===== src/rtl/chr_rx_pkg.sv =====
package chr_rx_pkg;

    localparam int CHR_W = 9;

    typedef enum logic [2:0] {
        ST_IDLE,
        ST_START,
        ST_DATA,
        ST_PARITY,
        ST_STOP
    } rx_state_e;

    function automatic logic [3:0] data_bits(input logic [1:0] code);
        unique case (code)
            2'd0:    data_bits = 4'd7;
            2'd2:    data_bits = 4'd9;
            default: data_bits = 4'd8;
        endcase
    endfunction

    function automatic logic parity_on(input logic [1:0] code);
        parity_on = code[1];
    endfunction

endpackage


===== src/rtl/chr_rx_sync.sv =====
module chr_rx_sync #(
    parameter int   STAGES = 2,
    parameter logic INIT   = 1'b1
) (
    input  logic clk,
    input  logic rst_n,
    input  logic d,
    output logic q,
    output logic q_d
);
    logic [STAGES-1:0] chain;

    always_ff @(posedge clk or negedge rst_n) begin
        if (!rst_n) begin
            chain <= {STAGES{INIT}};
            q_d   <= INIT;
        end else begin
            chain <= {chain[STAGES-2:0], d};
            q_d   <= chain[STAGES-1];
        end
    end

    assign q = chain[STAGES-1];
endmodule


===== src/rtl/chr_rx_core.sv =====
module chr_rx_core
    import chr_rx_pkg::*;
#(
    parameter int OS_RATE = 16
) (
    input  logic             clk,
    input  logic             rst_n,
    input  logic             en,
    input  logic             sync_mode,
    input  logic             os_tick,
    input  logic             samp_edge,
    input  logic             line,
    input  logic             line_fall,
    input  logic [1:0]       len_code,
    input  logic [1:0]       par_code,
    output logic             done,
    output logic [CHR_W-1:0] out_data,
    output logic             out_perr,
    output logic             out_ferr
);
    localparam int CW   = (OS_RATE > 2) ? $clog2(OS_RATE) : 1;
    localparam int MID  = OS_RATE / 2 - 1;
    localparam int LAST = OS_RATE - 1;

    rx_state_e        state, nxt;
    logic [CW-1:0]    cnt;
    logic [3:0]       bidx;
    logic [CHR_W-1:0] sh;
    logic             pbit;
    logic             step, due, last_bit;

    assign step     = sync_mode ? samp_edge : os_tick;
    assign due      = sync_mode | (cnt == CW'(LAST));
    assign last_bit = (bidx == data_bits(len_code) - 4'd1);

    always_comb begin
        nxt = state;
        unique case (state)
            ST_IDLE: begin
                if (sync_mode) begin
                    if (step && !line) nxt = ST_DATA;
                end else if (line_fall) begin
                    nxt = ST_START;
                end
            end
            ST_START: begin
                if (sync_mode)                              nxt = ST_IDLE;
                else if (os_tick && cnt == CW'(MID))        nxt = line ? ST_IDLE : ST_DATA;
            end
            ST_DATA: begin
                if (step && due && last_bit)
                    nxt = parity_on(par_code) ? ST_PARITY : ST_STOP;
            end
            ST_PARITY: if (step && due) nxt = ST_STOP;
            ST_STOP:   if (step && due) nxt = ST_IDLE;
            default:   nxt = ST_IDLE;
        endcase
        if (!en) nxt = ST_IDLE;
    end

    always_ff @(posedge clk or negedge rst_n) begin
        if (!rst_n) state <= ST_IDLE;
        else        state <= nxt;
    end

    always_ff @(posedge clk or negedge rst_n) begin
        if (!rst_n) begin
            cnt  <= '0;
            bidx <= '0;
            sh   <= '0;
            pbit <= 1'b0;
        end else if (!en) begin
            cnt  <= '0;
            bidx <= '0;
            sh   <= '0;
            pbit <= 1'b0;
        end else begin
            case (state)
                ST_IDLE: begin
                    cnt  <= '0;
                    bidx <= '0;
                    sh   <= '0;
                    pbit <= 1'b0;
                end
                ST_START: begin
                    if (os_tick) cnt <= (cnt == CW'(MID)) ? '0 : cnt + CW'(1);
                end
                default: begin
                    if (step) begin
                        if (due) begin
                            cnt <= '0;
                            if (state == ST_DATA) begin
                                for (int i = 0; i < CHR_W; i++)
                                    if (bidx == 4'(i)) sh[i] <= line;
                                bidx <= bidx + 4'd1;
                            end
                            if (state == ST_PARITY) pbit <= line;
                        end else begin
                            cnt <= cnt + CW'(1);
                        end
                    end
                end
            endcase
        end
    end

    assign done     = en && (state == ST_STOP) && step && due;
    assign out_data = sh;
    assign out_ferr = ~line;
    assign out_perr = parity_on(par_code) & (^sh ^ pbit ^ par_code[0]);
endmodule


===== src/rtl/chr_rx_hold.sv =====
module chr_rx_hold
    import chr_rx_pkg::*;
(
    input  logic             clk,
    input  logic             rst_n,
    input  logic             en,
    input  logic             load,
    input  logic [CHR_W-1:0] d_data,
    input  logic             d_perr,
    input  logic             d_ferr,
    input  logic             ack,
    output logic             q_valid,
    output logic [CHR_W-1:0] q_data,
    output logic             q_perr,
    output logic             q_ferr
);
    always_ff @(posedge clk or negedge rst_n) begin
        if (!rst_n) begin
            q_valid <= 1'b0;
            q_data  <= '0;
            q_perr  <= 1'b0;
            q_ferr  <= 1'b0;
        end else if (!en) begin
            q_valid <= 1'b0;
        end else if (load) begin
            q_valid <= 1'b1;
            q_data  <= d_data;
            q_perr  <= d_perr;
            q_ferr  <= d_ferr;
        end else if (ack && q_valid) begin
            q_valid <= 1'b0;
        end
    end
endmodule


===== src/rtl/chr_rx.sv =====
module chr_rx
    import chr_rx_pkg::*;
#(
    parameter int OS_RATE     = 16,
    parameter int SYNC_STAGES = 2
) (
    input  logic             clk,
    input  logic             rst_n,
    input  logic             en,
    input  logic             sync_mode,
    input  logic             sclk_rise,
    input  logic             os_tick,
    input  logic             sclk,
    input  logic             rxd_pin,
    input  logic             txd_int,
    input  logic             loop_sel,
    input  logic [1:0]       len_code,
    input  logic [1:0]       par_code,
    input  logic             rx_ack,
    input  logic             cts_pin,
    output logic [CHR_W-1:0] rx_data,
    output logic             rx_valid,
    output logic             rx_perr,
    output logic             rx_ferr,
    output logic             rts_out,
    output logic             cts_to_tx
);
    localparam int NSYNC = 2;

    logic [NSYNC-1:0] raw_in, s_now, s_prev;
    logic             line_fall, samp_edge;
    logic             core_done, core_perr, core_ferr;
    logic [CHR_W-1:0] core_data;

    assign raw_in = {sclk, (loop_sel ? txd_int : rxd_pin)};

    for (genvar g = 0; g < NSYNC; g++) begin : g_sync
        chr_rx_sync #(.STAGES(SYNC_STAGES), .INIT(1'b1)) u_sync (
            .clk(clk), .rst_n(rst_n), .d(raw_in[g]), .q(s_now[g]), .q_d(s_prev[g])
        );
    end

    assign line_fall = s_prev[0] & ~s_now[0];
    assign samp_edge = sclk_rise ? (s_now[1] & ~s_prev[1]) : (~s_now[1] & s_prev[1]);

    chr_rx_core #(.OS_RATE(OS_RATE)) u_core (
        .clk(clk), .rst_n(rst_n), .en(en), .sync_mode(sync_mode), .os_tick(os_tick),
        .samp_edge(samp_edge), .line(s_now[0]), .line_fall(line_fall),
        .len_code(len_code), .par_code(par_code), .done(core_done),
        .out_data(core_data), .out_perr(core_perr), .out_ferr(core_ferr)
    );

    chr_rx_hold u_hold (
        .clk(clk), .rst_n(rst_n), .en(en), .load(core_done), .d_data(core_data),
        .d_perr(core_perr), .d_ferr(core_ferr), .ack(rx_ack),
        .q_valid(rx_valid), .q_data(rx_data), .q_perr(rx_perr), .q_ferr(rx_ferr)
    );

    assign rts_out   = en & ~rx_valid;
    assign cts_to_tx = loop_sel ? rts_out : cts_pin;
endmodule


===== config.mk =====
export PLATFORM = sky130hd
export DESIGN_NAME = chr_rx
export DESIGN_NICKNAME = d
export VERILOG_FILES = /design/src/rtl/chr_rx_pkg.sv /design/src/rtl/chr_rx_sync.sv /design/src/rtl/chr_rx_core.sv /design/src/rtl/chr_rx_hold.sv /design/src/rtl/chr_rx.sv
export SDC_FILE = /design/constraint.sdc
export NUM_CORES = 1
export LEC_CHECK = 0
export BUFFER_PORTS_ARGS = -buffer_cell sky130_fd_sc_hd__buf_2
export CORE_ASPECT_RATIO = 1.1
export CORE_MARGIN = 2
export CORE_UTILIZATION = 51
export CTS_BUF_LIST = sky130_fd_sc_hd__clkbuf_4 sky130_fd_sc_hd__clkbuf_8 sky130_fd_sc_hd__clkbuf_16
export CTS_CLUSTER_DIAMETER = 40
export DETAILED_ROUTE_END_ITERATION = 10
export MAX_ROUTING_LAYER = met4
export PLACE_DENSITY = 0.76
export SLEW_MARGIN = 20
export SYNTH_ARGS = -nofsm -noshare
export SYNTH_HDL_FRONTEND = slang
export SYNTH_SLANG_ARGS = --single-unit

===== constraint.sdc =====
create_clock -name clk -period 2 [get_ports clk]
set_clock_uncertainty 0.05 [all_clocks]
set_input_delay 0.2 -clock clk [delete_from_list [all_inputs] [get_ports clk]]
set_output_delay 0.2 -clock clk [all_outputs]
set_load 0.05 [all_outputs]

* Yosys cells after proc, flatten, opt, wreduce, memory -nomap -nowiden
Cells that the tools add are included.
Cells by class: add/sub/neg operators 3, equal/unequal tests 39, muxes and demuxes 50, bitwise operators 12, reductions and logical operators 27
Operators by type and width (number):
- $reduce_and A5 Y1 | 9
- $ne A3 B1 Y1 const B | 14
- $mux W4 | 9
- $mux W9 | 4
- $mux W3 | 10
- $pmux W4 S2 | 3
- $eq A4 B3 Y1 const B | 5
- $mux W1 | 20
- $pmux W9 S2 | 1
- $pmux W3 S5 | 1
- $ne A3 B2 Y1 const B | 3
- $reduce_xor A9 Y1 | 1
- $add A4 B1 Y4 const B | 2
- $eq A4 B2 Y1 const B | 2
- $eq A4 B4 Y1 const B | 2
- $logic_and A1 B1 Y1 | 8
- $ne A4 B3 Y1 const B | 2
- $reduce_and A4 Y1 | 2
- $eq A3 B2 Y1 const B | 2
- $reduce_and A6 Y1 | 1
- $and A1 B1 Y1 | 5
- $eq A4 B1 Y1 const B | 1
- $eq A4 B4 Y1 | 1
- $logic_not A4 Y1 | 1
- other kinds (17) | 22
Storage, ports and cells: register bits 39, output and inout port bits 14, word-level logic and storage cells 152

* Logic depth before layout (Yosys ltp)
Gate-level depths: netlist of run 1.
word-level depth 9, depth in mapped cells 7, depth with buffers taken out 6

* By module
From an unflattened synthesis of run 1, not the netlist that was laid out.
Second synthesis, totals: cell total of the unflattened synthesis 194, area total of the unflattened synthesis 2175.8 µm²
By module, submodules not included:
- chr_rx_core | instances 1, cells each 154, area an instance 1462.7 µm², seq. area each 525.5 µm²
- chr_rx_hold | instances 1, cells each 27, area an instance 493.0 µm², seq. area each 300.3 µm²
- chr_rx_sync | instances 2, cells each 3, area an instance 78.8 µm², seq. area each 78.8 µm²
- chr_rx | instances 1, cells each 7, area an instance 62.6 µm², seq. area each 0.0 µm²

* Worst setup path after synthesis of run 1
OpenSTA, ideal clock, no wires.
path kind reg2reg, from reg g_sync[1].u_sync.q_d, to reg u_hold.q_data[3], setup time 125 ps, arrival 1882 ps, required time 1825 ps, setup slack -57 ps, stages on the path, launching flop included 6, cells stage by stage dfstp_2 > or3b_4 > a21bo_4 > a211o_1 > buf_6 > mux2_4
Between the ends: longest elaborated chain between the ends 7
Ends and longest elaborated chain:
- start: declaration | RTL line chr_rx_sync.sv:9 | output logic q_d
- start signal: assignment | RTL line chr_rx_sync.sv:19 | q_d <= chain[STAGES-1];
- $not A1 Y1 | RTL line chr_rx.sv:44 | assign samp_edge = sclk_rise ? (s_now[1] & ~s_prev[1]) : (~s_now[1] & s_prev[1]);
- $and A1 B1 Y1 | RTL line chr_rx.sv:44
- $mux W1 * | RTL line chr_rx.sv:44
- $mux W1 * | RTL line chr_rx_core.sv:32 | assign step = sync_mode ? samp_edge : os_tick;
- $logic_and A1 B1 Y1 * (2 in series) | RTL line chr_rx_core.sv:107 | assign done = en && (state == ST_STOP) && step && due;
- $reduce_and A2 Y1 (no line) *
- end signal: assignment | RTL line chr_rx_hold.sv:27 | q_data <= d_data;
- end: declaration | RTL line chr_rx_hold.sv:13 | output logic [CHR_W-1:0] q_data,
Every way passes the cells marked *; elsewhere a longest branch is shown, timed or not. A chain may end at the register's enable or synchronous reset.

* Worst setup path in the final report of run 1
from reg g_sync[1].u_sync.q_d, to reg u_hold.q_data[6]
Same word-level chain as after synthesis.

==> results of run 1 <==
routing by layer:
metal	part of all wire [%]	vias to the layer above	global-route usage [%]
met5	0	-	-
met2	51	37	36.7
li1	-	854	-
met3	3.0	9	4.03
met1	44	845	29.0
met4	2.6	0	11.3
final timing paths:
path | start | to | slack, ns | cells after the start
setup reg to reg | g_sync[1].u_sync.q_d$_DFF_PN1_ | u_hold.q_data[6]$_DFFE_PN0P_ | -0.06 | 5
hold reg to reg | g_sync[1].u_sync.chain[0]$_DFF_PN1_ | g_sync[1].u_sync.chain[1]$_DFF_PN1_ | 0.31 | 0
max in group asynchronous | rst_n | g_sync[0].u_sync.chain[0]$_DFF_PN1_ | 1.05 | 3
hold / removal | txd_int | g_sync[0].u_sync.chain[0]$_DFF_PN1_ | 0.08 | 2
setup / recovery | g_sync[1].u_sync.q_d$_DFF_PN1_ | u_hold.q_data[6]$_DFFE_PN0P_ | -0.06 | 5
min in group asynchronous | rst_n | u_hold.q_perr$_DFFE_PN0P_ | 0.26 | 2
metrics by stage:
stage               instances  power [uW]  hold slack (ns)
floorplan                 208        1380           -0.146
global placement          301        1610           0.0537
detailed placement        301        1630           0.0529
CTS                       312        2330           0.0760
global route              313        2510           0.0887
finish                    313        2370           0.0775
registers in the layout, summed over array words and instances, names as in the netlist:
register	cells
g_sync.u_sync.chain	4
g_sync.u_sync.q_d	2
u_core.bidx	4
u_core.cnt	4
u_core.out_data	9
u_core.pbit	1
u_core.state	3
u_hold.q_data	9
u_hold.q_ferr	1
u_hold.q_perr	1
u_hold.q_valid	1
report_power, final:
part	switching, uW	internal, uW
sequential	32.8	841
combinational	489	357
clock	283	371
cell usage in the layout (no fill, tap or decap), drive strengths merged, types with 6 or more instances in the layout:
master	Yosys	final
nand3	6	6
dfstp	6	6
nand2	22	22
mux2i	9	9
a31oi	6	6
nor2	11	11
a21oi	7	7
buf	3	49
mux2	11	11
o21ai	17	17
inv	7	7
xnor2	11	11
dfrtp	33	33
cell type report:
| cell class | count | share of cell area [%] |
|---|---|---|
| Timing Repair Buffer | 51 | 12.1 |
| Clock inverter | 3 | 1.62 |
| Inverter | 8 | 1.11 |
| Tap cell | 52 | 2.41 |
| Clock buffer | 5 | 2.55 |
| Multi-Input combinational cell | 155 | 43.7 |
| Sequential cell | 39 | 36.4 |
worst max-delay path: stages (launching register included):
cell	delay, ns
dfstp_2	0.52
or3b_4	0.38
a21bo_4	0.25
a211o_1	0.30
buf_12	0.16
mux2_4	0.29
timing repair:
| action | in CTS | in global routing |
|---|---|---|
| cloned | 0 | 0 |
| buffers inserted | 1 | 1 |
| hold endpoints to repair | 13 | 0 |
| pin swaps | 4 | 8 |
| setup endpoints to repair | 19 | 26 |
| resized for setup | 6 | 12 |
| hold buffers | 2 | 0 |
cells by family (layout without fill, tap and decap cells):
family / count (synthesis) / in the layout / synth area share, %
AND/OR/NAND/NOR: 68 / 68 / 16.7
adder cells (fa/ha/maj): 5 / 5 / 2.92
flip-flops: 39 / 39 / 45.9
multiplexers: 20 / 20 / 10.9
AO/OA/AOI/OAI: 50 / 50 / 15.8
XOR/XNOR: 12 / 12 / 4.90
buffers and inverters: 14 / 67 / 2.98
==> results.md, run 1 <==
- Post-synthesis sequential area ratio: 45.9%
- Ranking of synthesized cells by area: dfrtp_1, dfstp_2, xnor2_1, mux2i_1, nand2_1
- FF+latch count, synth: 39
- Main synth FF type: dfrtp_1
- Violated checks: setup timing
- Cell accounting for the most synthesized area: dfrtp_1
- # IOs: 30
- Fin area: 2700 um2
- Slew Viols, Final: 0
- Placed cell areas: 2470 um2
- Final min period: 2.06 ns
- GRT Overall Usage: 23.3%
- Most frequent cell after synthesis: dfrtp_1
- Vias per inst: 5.58
- Max Cap Viol: 0
- Outcome: complete, but fails checks
- Syn Nets: 229
- Core Rows: 24
- PortBufs: 29
- Clock root buffer master: clkbuf_8
- Flip-flop and latch area: 983 um2
- Unrepaired setup endpoints after global routing: yes
- Routed WL: 4.78 mm
- Num CTS Buffers: 5
- Max IR drop VDD: 0.670 mV
- Synth Warn #: 0
- Nets: 281
- Post-DP HPWL: 3.51 mm
- Worst-path clk slew: 0.08 ns
- Hold WC Path Type: input pin to flip-flop
- Multi-input gate area: 1180 um2
- Arrival @ worst endpoint: 2.21 ns
- PwrDens: 879 nW/um2
- N_diodes: 0
- Syn avg cell area: 10.3 um2
- Total gr overflow: 0
- Distinct cells, synth: 52
- Die area: 4740 um2
- Detailed Routing Iterations Pass 1: 4
- Final GP Congestion: 0.909
- Worst setup EP type: flip-flop
- First-pass GRT wire length: 8.10 mm
- P&R area growth vs syn: 25.9%
- Initial antenna violation count: 0
- Post-synth top area share: 38.5%
- Final setup violation count: 14
- Tightest Pin Transition: 0.482 ns
- Setup ws final: -0.0645 ns
- DIE WIDTH: 65.8 um
- Slew HR: 67.8%
- Vias in the first global route: 1689
- CTS tree: done
- Final-layout fill cell count: 318
- Drt drc: 0
- Fin. Hold Viols: 0
- Setup TNS Final: -0.633 ns
- Ratio of cells with drive above 1 in the final layout: 36.0%
- Largest net degree at the start of global routing: 18
- CTS sink cnt: 39
- Antenna Violating Nets Remaining: 0
- Initial DRC Count: 78
- Utilization after layout: 67.6%
- Lkg Pwr: 0.00129 uW
- Clock Tree Buf Depth: 2
- Asr flop ratio synth: 100%
- DR WL/cell: 15.3 um
- CP Launch Type: flip-flop
- H-tree depth: 2
- Gate Count Post-Synth: 208
- Routed via count: 1745
- Setup WS pre-CTS: -0.0722 ns
- Worst Path Required: 2.14 ns
- Core ar.: 3990 um2
- Final period util: 103%
- Die H: 72.0 um
- Crit-path max FO: 12
- Worst Setup Path Type: flip-flop to flip-flop
- Commonest cells in the netlist: dfrtp_1, nand2_1, o21ai_0
- Initial Utilization: 53.7%
- Fmax: 484 MHz
- Post-Syn Area: 2140 um2
- Number of flops mapped to enable cells by yosys: 0
- Worst-Skew Late Latency: 0.30 ns
Note: power is estimated with default switching activity, not from simulation.
==> run 2: changes to the inputs <==
--- a/config.mk
+++ b/config.mk
@@ -7,14 +7,12 @@
 export LEC_CHECK = 0
 export BUFFER_PORTS_ARGS = -buffer_cell sky130_fd_sc_hd__buf_2
 export CORE_ASPECT_RATIO = 1.1
-export CORE_MARGIN = 2
 export CORE_UTILIZATION = 51
-export CTS_BUF_LIST = sky130_fd_sc_hd__clkbuf_4 sky130_fd_sc_hd__clkbuf_8 sky130_fd_sc_hd__clkbuf_16
 export CTS_CLUSTER_DIAMETER = 40
 export DETAILED_ROUTE_END_ITERATION = 10
 export MAX_ROUTING_LAYER = met4
 export PLACE_DENSITY = 0.76
-export SLEW_MARGIN = 20
+export SLEW_MARGIN = 15
 export SYNTH_ARGS = -nofsm -noshare
 export SYNTH_HDL_FRONTEND = slang
 export SYNTH_SLANG_ARGS = --single-unit
==> results.md, run 2 (same netlist as run 1, synthesis figures left out) <==
- Worst Setup Path Type: flip-flop to flip-flop (unchanged)
- Worst R2R Start: g_sync[1].u_sync.q_d$_DFF_PN1_ (unchanged)
- Slew HR: 67.5% (was 67.8%)
- CTS tree: done (unchanged)
- Worst-Skew Late Latency: 0.30 ns (about the same)
- First-pass GRT wire length: 8.11 mm (was 8.10 mm)
- Initial Utilization: 53.7% (unchanged)
- Hold WC Path Type: input pin to flip-flop (unchanged)
- PortBufs: 29 (unchanged)
- Clock root buffer master: clkbuf_8 (unchanged)
- DIE WIDTH: 63.8 um (was 65.8 um)
- Clock power share: 31.3% (was 27.6%)
- Max Cap Viol: 0 (unchanged)
- Core Rows: 24 (unchanged)
- Unrepaired setup endpoints after global routing: yes (unchanged)
- Flop pwr share: 35.2% (was 36.8%)
- WHS Path Cells: 2 (unchanged)
- Worst reg2reg setup slack: -0.09 ns (was -0.06 ns)
- Final GP Congestion: 0.881 (was 0.909)
- Initial DRC Count: 108 (was 78)
- Arrival @ worst endpoint: 2.24 ns (was 2.21 ns)
- N_diodes: 0 (unchanged)
- Vias per inst: 5.66 (was 5.58)
- Int Pwr: 1680 uW (was 1570 uW)
- Setup ws final: -0.0946 ns (was -0.0645 ns)
- Max IR drop VDD: 0.565 mV (was 0.670 mV)
- GRT Overall Usage: 24.5% (was 23.3%)
- Final-layout fill cell count: 301 (was 318)
- Placed cell areas: 2460 um2 (was 2470 um2)
- Finished Layout Cells: 312 (was 313)
- Final Total Pwr: 2500 uW (was 2370 uW)
- Reg2Reg Depth: 5 (unchanged)
- Worst setup EP type: flip-flop (unchanged)
- Crit-path max FO: 7 (was 12)
- Tightest Pin Transition: 0.485 ns (was 0.482 ns)
- Violated checks: setup timing (unchanged)
- Most frequent cells in the layout: dfrtp_1, buf_2, nand2_1, buf_4, o21ai_0 (unchanged)
- Largest net degree at the start of global routing: 18 (unchanged)
- Drt drc: 0 (unchanged)
- Die H: 70.0 um (was 72.0 um)
- H-tree depth: 2 (unchanged)
- Initial antenna violation count: 0 (unchanged)
- Hold EP: g_sync[0].u_sync.chain[0]$_DFF_PN1_ (unchanged)
- Worst-path clk slew: 0.08 ns (about the same)
- CTS sink cnt: 39 (unchanged)
- Leading cell type in the layout, fill and taps excluded: dfrtp_1 (unchanged)
- Routed WL: 4.70 mm (was 4.78 mm)
- Worst reg2reg path endpoint: u_hold.q_data[3]$_DFFE_PN0P_ (was u_hold.q_data[6]$_DFFE_PN0P_)
- PwrDens: 917 nW/um2 (was 879 nW/um2)
- Worst Path Required: 2.14 ns (about the same)
- Num CTS Buffers: 5 (unchanged)
- Gate power share: 33.5% (was 35.6%)
- Lkg Pwr: 0.00129 uW (about the same)
- DR WL/cell: 15.1 um (was 15.3 um)
- Routed via count: 1766 (was 1745)
- Fin. Hold Viols: 0 (unchanged)
- Final setup violation count: 19 (was 14)
- # IOs: 30 (unchanged)
- Hold Slack: 0.0826 ns (was 0.0775 ns)
- P&R area growth vs syn: 26.9% (was 25.9%)
- Outcome: complete, but fails checks (unchanged)
- Core ar.: 3990 um2 (unchanged)
- Ratio of cells with drive above 1 in the final layout: 35.8% (was 36.0%)
- Placed cells: 299 (was 301)
- Post-DP HPWL: 3.45 mm (was 3.51 mm)
- Nets: 280 (was 281)
- Final period util: 105% (was 103%)
- Final min period: 2.09 ns (was 2.06 ns)
- Antenna Violating Nets Remaining: 0 (unchanged)
- Vias in the first global route: 1730 (was 1689)
- Die area: 4470 um2 (was 4740 um2)
- Net Sw Frac: 32.5% (was 33.9%)
- Fin area: 2720 um2 (was 2700 um2)
- Detailed Routing Iterations Pass 1: 4 (unchanged)
- Sw Pwr: 811 uW (was 805 uW)
- CP Launch Type: flip-flop (unchanged)
- Clock Tree Buf Depth: 2 (unchanged)
- Slew Viols, Final: 0 (unchanged)
- Fmax: 477 MHz (was 484 MHz)
- HP Start: rxd_pin (was txd_int)
- Total gr overflow: 0 (unchanged)
run 2: final cells by class:
type                       count  area [um2]  area share (%)
clock buffer                   5        68.8            2.53
tap                           52        65.1            2.39
timing repair buffer          50         324            11.9
inverter                       8        30.0            1.10
clock inverter                 3        67.6            2.48
sequential                    39         983            36.1
multi-input combinational    155        1180            43.4
run 2: through the flow:
stage	worst slack [ns]	util, %	TNS, ns
finish	-0.0946	68.1	-1.02
detailed placement	-0.0792	61.5	-0.922
global placement	-0.0598	61.5	-0.571
global route	-0.115	68.1	-1.87
floorplan	-0.0566	-	-0.283
CTS	-0.0891	66.8	-0.903
run 2: worst max-delay path by stage:
stage	startpoint	endpoint	slack, ns	cells past startpoint
2_1_floorplan	g_sync[1].u_sync.q_d$_DFF_PN1_	u_hold.q_data[3]$_DFFE_PN0P_	-0.06	5
3_3_place_gp	g_sync[1].u_sync.q_d$_DFF_PN1_	u_hold.q_data[5]$_DFFE_PN0P_	-0.06	5
3_5_place_dp	g_sync[1].u_sync.q_d$_DFF_PN1_	u_hold.q_data[3]$_DFFE_PN0P_	-0.08	5
4_1_cts	g_sync[1].u_sync.q_d$_DFF_PN1_	u_hold.q_data[2]$_DFFE_PN0P_	-0.09	5
5_1_grt	g_sync[1].u_sync.q_d$_DFF_PN1_	u_hold.q_data[8]$_DFFE_PN0P_	-0.11	5
6_report	g_sync[1].u_sync.q_d$_DFF_PN1_	u_hold.q_data[3]$_DFFE_PN0P_	-0.09	5
run 2: worst max-delay path: stages (launching register included):
cell and delay (ns):
dfstp_2 0.52, or3b_4 0.39, a21bo_4 0.25, a211o_1 0.32
buf_12 0.16, mux2_4 0.29
run 2: power groups by stage:
| stage | combinational [uW] | sequential, uW | clock [uW] |
|---|---|---|---|
| after floorplan | 468 | 913 | 0 |
| after global placement | 700 | 892 | 0 |
| after detailed placement | 714 | 892 | 0 |
| after CTS | 769 | 877 | 798 |
| after global routing | 909 | 886 | 823 |
| final | 836 | 878 | 782 |
run 2: layer usage:
| metal | vias up | wire length (um) | global-route usage, % |
|---|---|---|---|
| met5 | - | 0 | - |
| met4 | 0 | 80 | 9.34 |
| met3 | 11 | 178 | 5.88 |
| met2 | 41 | 2370 | 39.7 |
| met1 | 863 | 2070 | 29.4 |
| li1 | 851 | - | - |
run 2: timing repair:
action | 4_1_cts | 5_1_grt
hold buffers | 2 | 0
buffers inserted | 3 | 0
hold endpoints to repair | 19 | 0
setup endpoints to repair | 23 | 26
pin swaps | 7 | 5
resized for setup | 7 | 12
